File: src/rtl/obPkg.sv
package obPkg;
  typedef enum logic [1:0] {
    KIND_MEM = 2'd0,
    KIND_IO  = 2'd1,
    KIND_CFG = 2'd2,
    KIND_DMA = 2'd3
  } reqKind_t;

  typedef struct packed {
    logic load;
    logic miss;
  } obStrobe_t;
endpackage

File: src/rtl/obDatapath.sv
module obDatapath
  import obPkg::*;
#(
  parameter int ADDR_W     = 64,
  parameter int FUNC_W     = 3,
  parameter int NUM_WIN    = 4,
  parameter int WIN_FIRST  = 1,
  parameter int IO_OFF_W   = 16,
  parameter logic [63:0] IO_BASE = 64'h0000_0000_FFFD_0000
) (
  input  logic                  clk,
  input  logic                  rstN,
  input  logic                  xlateEn,
  input  logic [ADDR_W-1:0]     inAddr,
  input  reqKind_t              inKind,
  input  logic [FUNC_W-1:0]     dmaFunc,
  input  logic [FUNC_W-1:0]     cfgFunc,
  input  logic [31:0]           ioReg,
  input  logic [NUM_WIN*32-1:0] winRegs,
  input  obStrobe_t             strobe,
  output logic                  fwd,
  output logic [ADDR_W-1:0]     outAddr,
  output logic [FUNC_W-1:0]     outFunc,
  output reqKind_t              outKind
);
  localparam int HALF_W = ADDR_W / 2;
  localparam int FSEL_HI = 30;
  localparam int FSEL_LO = FSEL_HI - FUNC_W + 1;
  localparam logic [HALF_W-1:0] FSEL_MASK = HALF_W'(((1 << FUNC_W) - 1) << FSEL_LO);

  logic [NUM_WIN-1:0] memHit;
  logic [HALF_W-1:0]  winUpper [NUM_WIN];
  logic               ioHit;
  logic [ADDR_W-1:0]  nextAddr;
  logic [FUNC_W-1:0]  nextFunc;

  genvar w;
  generate
    for (w = 0; w < NUM_WIN; w++) begin : gWin
      assign winUpper[w] = winRegs[w*32 +: 32];
      assign memHit[w]   = (inAddr[ADDR_W-1:HALF_W] == HALF_W'(WIN_FIRST + w));
    end
  endgenerate

  assign ioHit = (inAddr[ADDR_W-1:IO_OFF_W] == IO_BASE[ADDR_W-1:IO_OFF_W]);

  always_comb begin
    nextAddr = inAddr;
    nextFunc = '0;
    fwd      = 1'b0;
    case (inKind)
      KIND_DMA: begin
        nextFunc = dmaFunc;
        fwd      = 1'b1;
      end
      KIND_CFG: begin
        nextFunc = cfgFunc;
        fwd      = 1'b1;
      end
      KIND_IO: begin
        nextAddr = {{HALF_W{1'b0}}, ioReg[31:IO_OFF_W], inAddr[IO_OFF_W-1:0]};
        nextFunc = ioReg[FUNC_W-1:0];
        fwd      = xlateEn && ioHit;
      end
      default: begin
        for (int i = 0; i < NUM_WIN; i++) begin
          if (memHit[i]) begin
            nextAddr = {winUpper[i] & ~FSEL_MASK, inAddr[HALF_W-1:0]};
            nextFunc = winUpper[i][FSEL_HI:FSEL_LO];
          end
        end
        fwd = xlateEn && (|memHit);
      end
    endcase
  end

  always_ff @(posedge clk or negedge rstN) begin
    if (!rstN) begin
      outAddr <= '0;
      outFunc <= '0;
      outKind <= KIND_MEM;
    end else if (strobe.load) begin
      outAddr <= nextAddr;
      outFunc <= nextFunc;
      outKind <= inKind;
    end
  end

  assert_dma_passthru_R1: assert property (@(posedge clk) disable iff (!rstN)
    (strobe.load && inKind == KIND_DMA) |=> (outAddr == $past(inAddr) && outFunc == $past(dmaFunc)));

  assert_win_unique_R3: assert property (@(posedge clk) disable iff (!rstN)
    $onehot0(memHit));

  assert_disabled_no_load_R6: assert property (@(posedge clk) disable iff (!rstN)
    (!xlateEn && (inKind == KIND_MEM || inKind == KIND_IO)) |-> !strobe.load);
endmodule

File: src/rtl/obControl.sv
module obControl
  import obPkg::*;
(
  input  logic      clk,
  input  logic      rstN,
  input  logic      inValid,
  input  logic      outReady,
  input  logic      fwd,
  output logic      inReady,
  output logic      outValid,
  output logic      missFlag,
  output obStrobe_t strobe
);
  logic accept;

  assign inReady     = !outValid || outReady;
  assign accept      = inValid && inReady;
  assign strobe.load = accept && fwd;
  assign strobe.miss = accept && !fwd;

  always_ff @(posedge clk or negedge rstN) begin
    if (!rstN) begin
      outValid <= 1'b0;
      missFlag <= 1'b0;
    end else begin
      missFlag <= strobe.miss;
      if (strobe.load)
        outValid <= 1'b1;
      else if (outReady)
        outValid <= 1'b0;
    end
  end

  assert_miss_after_accept_R5: assert property (@(posedge clk) disable iff (!rstN)
    missFlag |-> $past(inValid && inReady));

  assert_miss_not_fwd_R5: assert property (@(posedge clk) disable iff (!rstN)
    missFlag |-> !$rose(outValid));
endmodule

File: src/rtl/obWindowTagger.sv
module obWindowTagger
  import obPkg::*;
#(
  parameter int ADDR_W  = 64,
  parameter int FUNC_W  = 3,
  parameter int NUM_WIN = 4
) (
  input  logic                  clk,
  input  logic                  rstN,
  input  logic                  xlateEn,
  input  logic                  inValid,
  output logic                  inReady,
  input  logic [ADDR_W-1:0]     inAddr,
  input  logic [1:0]            inKind,
  input  logic [FUNC_W-1:0]     dmaFunc,
  input  logic [FUNC_W-1:0]     cfgFunc,
  input  logic [31:0]           ioReg,
  input  logic [NUM_WIN*32-1:0] winRegs,
  output logic                  outValid,
  input  logic                  outReady,
  output logic [ADDR_W-1:0]     outAddr,
  output logic [FUNC_W-1:0]     outFunc,
  output logic [1:0]            outKind,
  output logic                  missFlag
);
  obStrobe_t strobe;
  logic      fwd;
  reqKind_t  kindOut;

  obDatapath #(.ADDR_W(ADDR_W), .FUNC_W(FUNC_W), .NUM_WIN(NUM_WIN)) uData (
    .clk(clk), .rstN(rstN), .xlateEn(xlateEn), .inAddr(inAddr),
    .inKind(reqKind_t'(inKind)), .dmaFunc(dmaFunc), .cfgFunc(cfgFunc),
    .ioReg(ioReg), .winRegs(winRegs), .strobe(strobe), .fwd(fwd),
    .outAddr(outAddr), .outFunc(outFunc), .outKind(kindOut)
  );

  obControl uCtrl (
    .clk(clk), .rstN(rstN), .inValid(inValid), .outReady(outReady),
    .fwd(fwd), .inReady(inReady), .outValid(outValid),
    .missFlag(missFlag), .strobe(strobe)
  );

  assign outKind = kindOut;

  assert_hold_stall_R7: assert property (@(posedge clk) disable iff (!rstN)
    (outValid && !outReady) |=> (outValid && $stable(outAddr) && $stable(outFunc) && $stable(outKind)));

  assert_io_upper_zero_R4: assert property (@(posedge clk) disable iff (!rstN)
    (outValid && outKind == 2'd1) |-> (outAddr[ADDR_W-1:ADDR_W/2] == '0));
endmodule

File: config.mk
export PLATFORM = sky130hd
export DESIGN_NAME = obWindowTagger
export DESIGN_NICKNAME = d
export VERILOG_FILES = /design/src/rtl/obPkg.sv /design/src/rtl/obDatapath.sv /design/src/rtl/obControl.sv /design/src/rtl/obWindowTagger.sv
export SDC_FILE = /design/constraint.sdc
export NUM_CORES = 1
export LEC_CHECK = 0
export ABC_AREA = 1
export BUFFER_PORTS_ARGS = -buffer_cell sky130_fd_sc_hd__clkbuf_2
export CAP_MARGIN = 0
export CORE_AREA = 2 2 121 123
export CTS_BUF_LIST = sky130_fd_sc_hd__clkbuf_8
export CTS_CLUSTER_SIZE = 25
export DETAILED_ROUTE_END_ITERATION = 6
export DIE_AREA = 0 0 123 125
export HOLD_SLACK_MARGIN = 0.15
export PLACE_DENSITY = 0.65
export SLEW_MARGIN = 20
export SYNTH_ARGS = -nofsm -noshare
export SYNTH_HDL_FRONTEND = slang
export SYNTH_SLANG_ARGS = --single-unit
File: constraint.sdc
create_clock -name clk -period 1.61 [get_ports clk]
set_input_delay 0.2415 -clock clk [delete_from_list [all_inputs] [get_ports clk]]
set_output_delay 0.2415 -clock clk [all_outputs]
set_load 0.1 [all_outputs]
==> results.ini <==
[run_status]
status=finished clean

[cts]
cts.sink_count=71
cts_made_buffers=9
clock-root-buffer=clkbuf_8
cts.clk_slew.worst_paths_ns=0.09
ctsLongestPathBuffers=2
cts_tree=yes
h-tree-depth=3
post_cts.repair.setup_buffers=0
clock_latency_ns=0.36

[route]
drc=0
vias_per_cell=4.71
first_pass_iters=5
routedWlPerCell_um=13.8
ant_nets=0
routed_wl_mm=18.8
drtIter0Drc=276
vias=6406

[synth]
ys_seq_elements=71
synth-async-reset-ratio_pct=100
synth_area_leaders=dfrtp_1 36%, nand2_1 34%, nand3_1 10%, nor2_1 3.8%, inv_1 3.6%
synth-main-ff-cell=dfrtp_1
synth_commonest_cells=449 x nand2_1, 102 x nand3_1, 71 x dfrtp_1
synth_edf_count=0
syn_area_per_cell_um2=6.03
synth_nets=1047
synth.most_common_cell=nand2_1
synth_top_cell_area_share_pct=36.4
yosysUniqueCellTypes=23
ys_warn_count=0
yosysSeqAreaShare_pct=36.4
yosysTopAreaCell=dfrtp_1
syn_area_mm2=0.00489
syn_inst=810

[finish]
fin_area_mm2=0.00769
drive_gt1_share_pct=36.2
nFillCells=1448
diodes=0
nets=1409
syn2layout_area_growth_pct=57.4

[min_path]
hold_class=input port to register
min_delay_worst_endpoint=uCtrl.missFlag$_DFF_PN0_
hold_depth=3
holdCritStartpoint=inValid

[grt]
grt_pass1_wl_mm=29.5
grt.total_usage_pct=24.2
use_met3_pct=5.70
grt_max_degree=46
gr-total-overflow=0
top_usage_layer=met2
grt_pass1_vias=6138
globalRouteMet1Util_pct=29.7
antenna_found_initial=0
grtUsageMet2_pct=40.9

[power_and_ir_drop]
leakagePower_nw=4.51
vdd_drop_max_mv=0.443
power_density_mw_per_mm2=1030

[sta]
fin_ws_ns=0.0582
finalSetupViolations=0
slew_violations=0
tns_ns=0
fmax_ghz=0.644
finClkSkew_ns=0.00869
period_needed_ns=1.55
relSlewSlack_pct=61.7
fin_crit_sh_pct=96.4
worst_slew_pin_slew_ns=0.577
hold_viol=0

[worst_setup_path]
startpoint_type=input port
cp_max_fo=30
reg2reg_to=uData.outAddr[8]$_DFFE_PN0P_
path_class=input port to register
slowest_delay_ns=0.18
cp.required_ns=1.86
worstPathCellList=clkbuf_2, nor2_4, nand2_2, nor2_4, buf_4, nand4_1, nand3_1, nand2_2, nand2_4, nand2_4, buf_12, nand2_1, nand2_1
r2r_slack_ns=0.31
arrival_ns=1.80
crit_slowest_cell=buf_12
r2r_cells=7
timing.rr.start=uCtrl.outValid$_DFFE_PN0P_
cp-end-kind=register

[placed_design]
pre_cts_ws_ns=-0.444
dp_hpwl_mm=14.3
gp_congestion=0.860
port_buffers=295
placed_area_mm2=0.00713

[job]
maxCapViolations=0

[floorplanning]
core_area_mm2=0.0142
start_util_pct=34.4
die_h_um=125
dieWidth_um=123
dieArea_mm2=0.0154
core.rowCount=44
io-pin-count=309

flip-flops by register name, indices dropped and copies added, names as in the netlist:
signal          cells
uData.outFunc       3
uData.outKind       2
uCtrl.outValid      1
uCtrl.missFlag      1
uData.outAddr      64
critical path, delay by kind of cell:
| family | cells | cell delay [ns] |
|---|---|---|
| and+or+nand+nor | 10 | 1.14 |
| buffers and inverters | 3 | 0.42 |
metal layers:
layer | vias up | share of wire, %
met3 | 43 | 8.3
met5 | - | 0
met2 | 280 | 49
li1 | 3238 | -
met4 | 0 | 3.0
met1 | 2845 | 39
power breakdown:
part	switching (mW)	internal (mW)
clock	0.788	1.05
combinational	3.05	0.763
sequential	0.176	2.08
final cells by class:
| class | instances | area (µm²) | area share (%) |
|---|---|---|---|
| Multi-Input combinational cell | 648 | 2790 | 36.3 |
| Timing Repair Buffer | 392 | 2440 | 31.8 |
| Sequential cell | 71 | 1780 | 23.1 |
| Tap cell | 184 | 230 | 2.99 |
| Inverter | 50 | 190 | 2.47 |
| Clock inverter | 7 | 128 | 1.66 |
| Clock buffer | 9 | 124 | 1.61 |
layout by cell type, fill, tap and decap left out, types with 2 or more instances in the layout:
master         synthesis  layout
nand2_4                2       4
clkbuf_2               0     293
nand2_2                2       6
nand3_1              102     101
buf_4                  6      66
buf_12                 0      12
a21oi_1               27      26
inv_6                  0       2
nor2_2                 1       8
dfrtp_1               71      70
nor2_1                50      37
bufinv_16              0       3
a221oi_1               3       3
inv_2                  3       3
nand4_1                4       4
clkbuf_8               0       9
dlygate4sd3_1          0      17
nor2_4                 2       8
nand2_1              449     442
clkbuf_16              0       2
inv_1                 47      46
buf_6                  7       2
o21ai_0                2       2
metrics by stage:
step	util, %	hold slack, ns	power (mW)	instances
after floorplan	-	-0.0541	5.10	810
after global placement	50.2	0.232	6.05	1326
after detailed placement	50.2	0.234	6.07	1326
after CTS	53.2	0.167	7.95	1359
after global routing	54.1	0.172	8.29	1361
final	54.1	0.190	7.92	1361
worst max path at each step:
stage	start	to	slack, ns	depth (start not counted)
final	inAddr[61]	uData.outAddr[8]$_DFFE_PN0P_	0.06	13
after global routing	inAddr[37]	uData.outAddr[8]$_DFFE_PN0P_	-0.02	14
after CTS	inAddr[55]	uData.outAddr[30]$_DFFE_PN0P_	0.04	14
after detailed placement	inAddr[61]	uData.outAddr[32]$_DFFE_PN0P_	-0.44	16
after global placement	inAddr[61]	uData.outAddr[32]$_DFFE_PN0P_	-0.44	16
after floorplan	uCtrl.outValid$_DFFE_PN0P_	uData.outAddr[10]$_DFFE_PN0P_	0.01	7
what timing repair did:
item                                    4_1_cts  5_1_grt
gates resized for setup                       2       25
hold buffers                                 17        0
pin swaps                                     0       10
hold endpoints to repair                     87        0
cloned                                        0        2
endpoints found under the setup margin        9       71
logic make-up after synthesis:
| kind of cell | count (synthesis) | synth area share, % |
|---|---|---|
| and+or+nand+nor | 612 | 50.6 |
| buffers and inverters | 91 | 8.78 |
| DFF | 71 | 36.4 |
| AOI/OAI and AO/OA | 36 | 4.28 |
No activity file was read; power rests on OpenSTA's default activity.
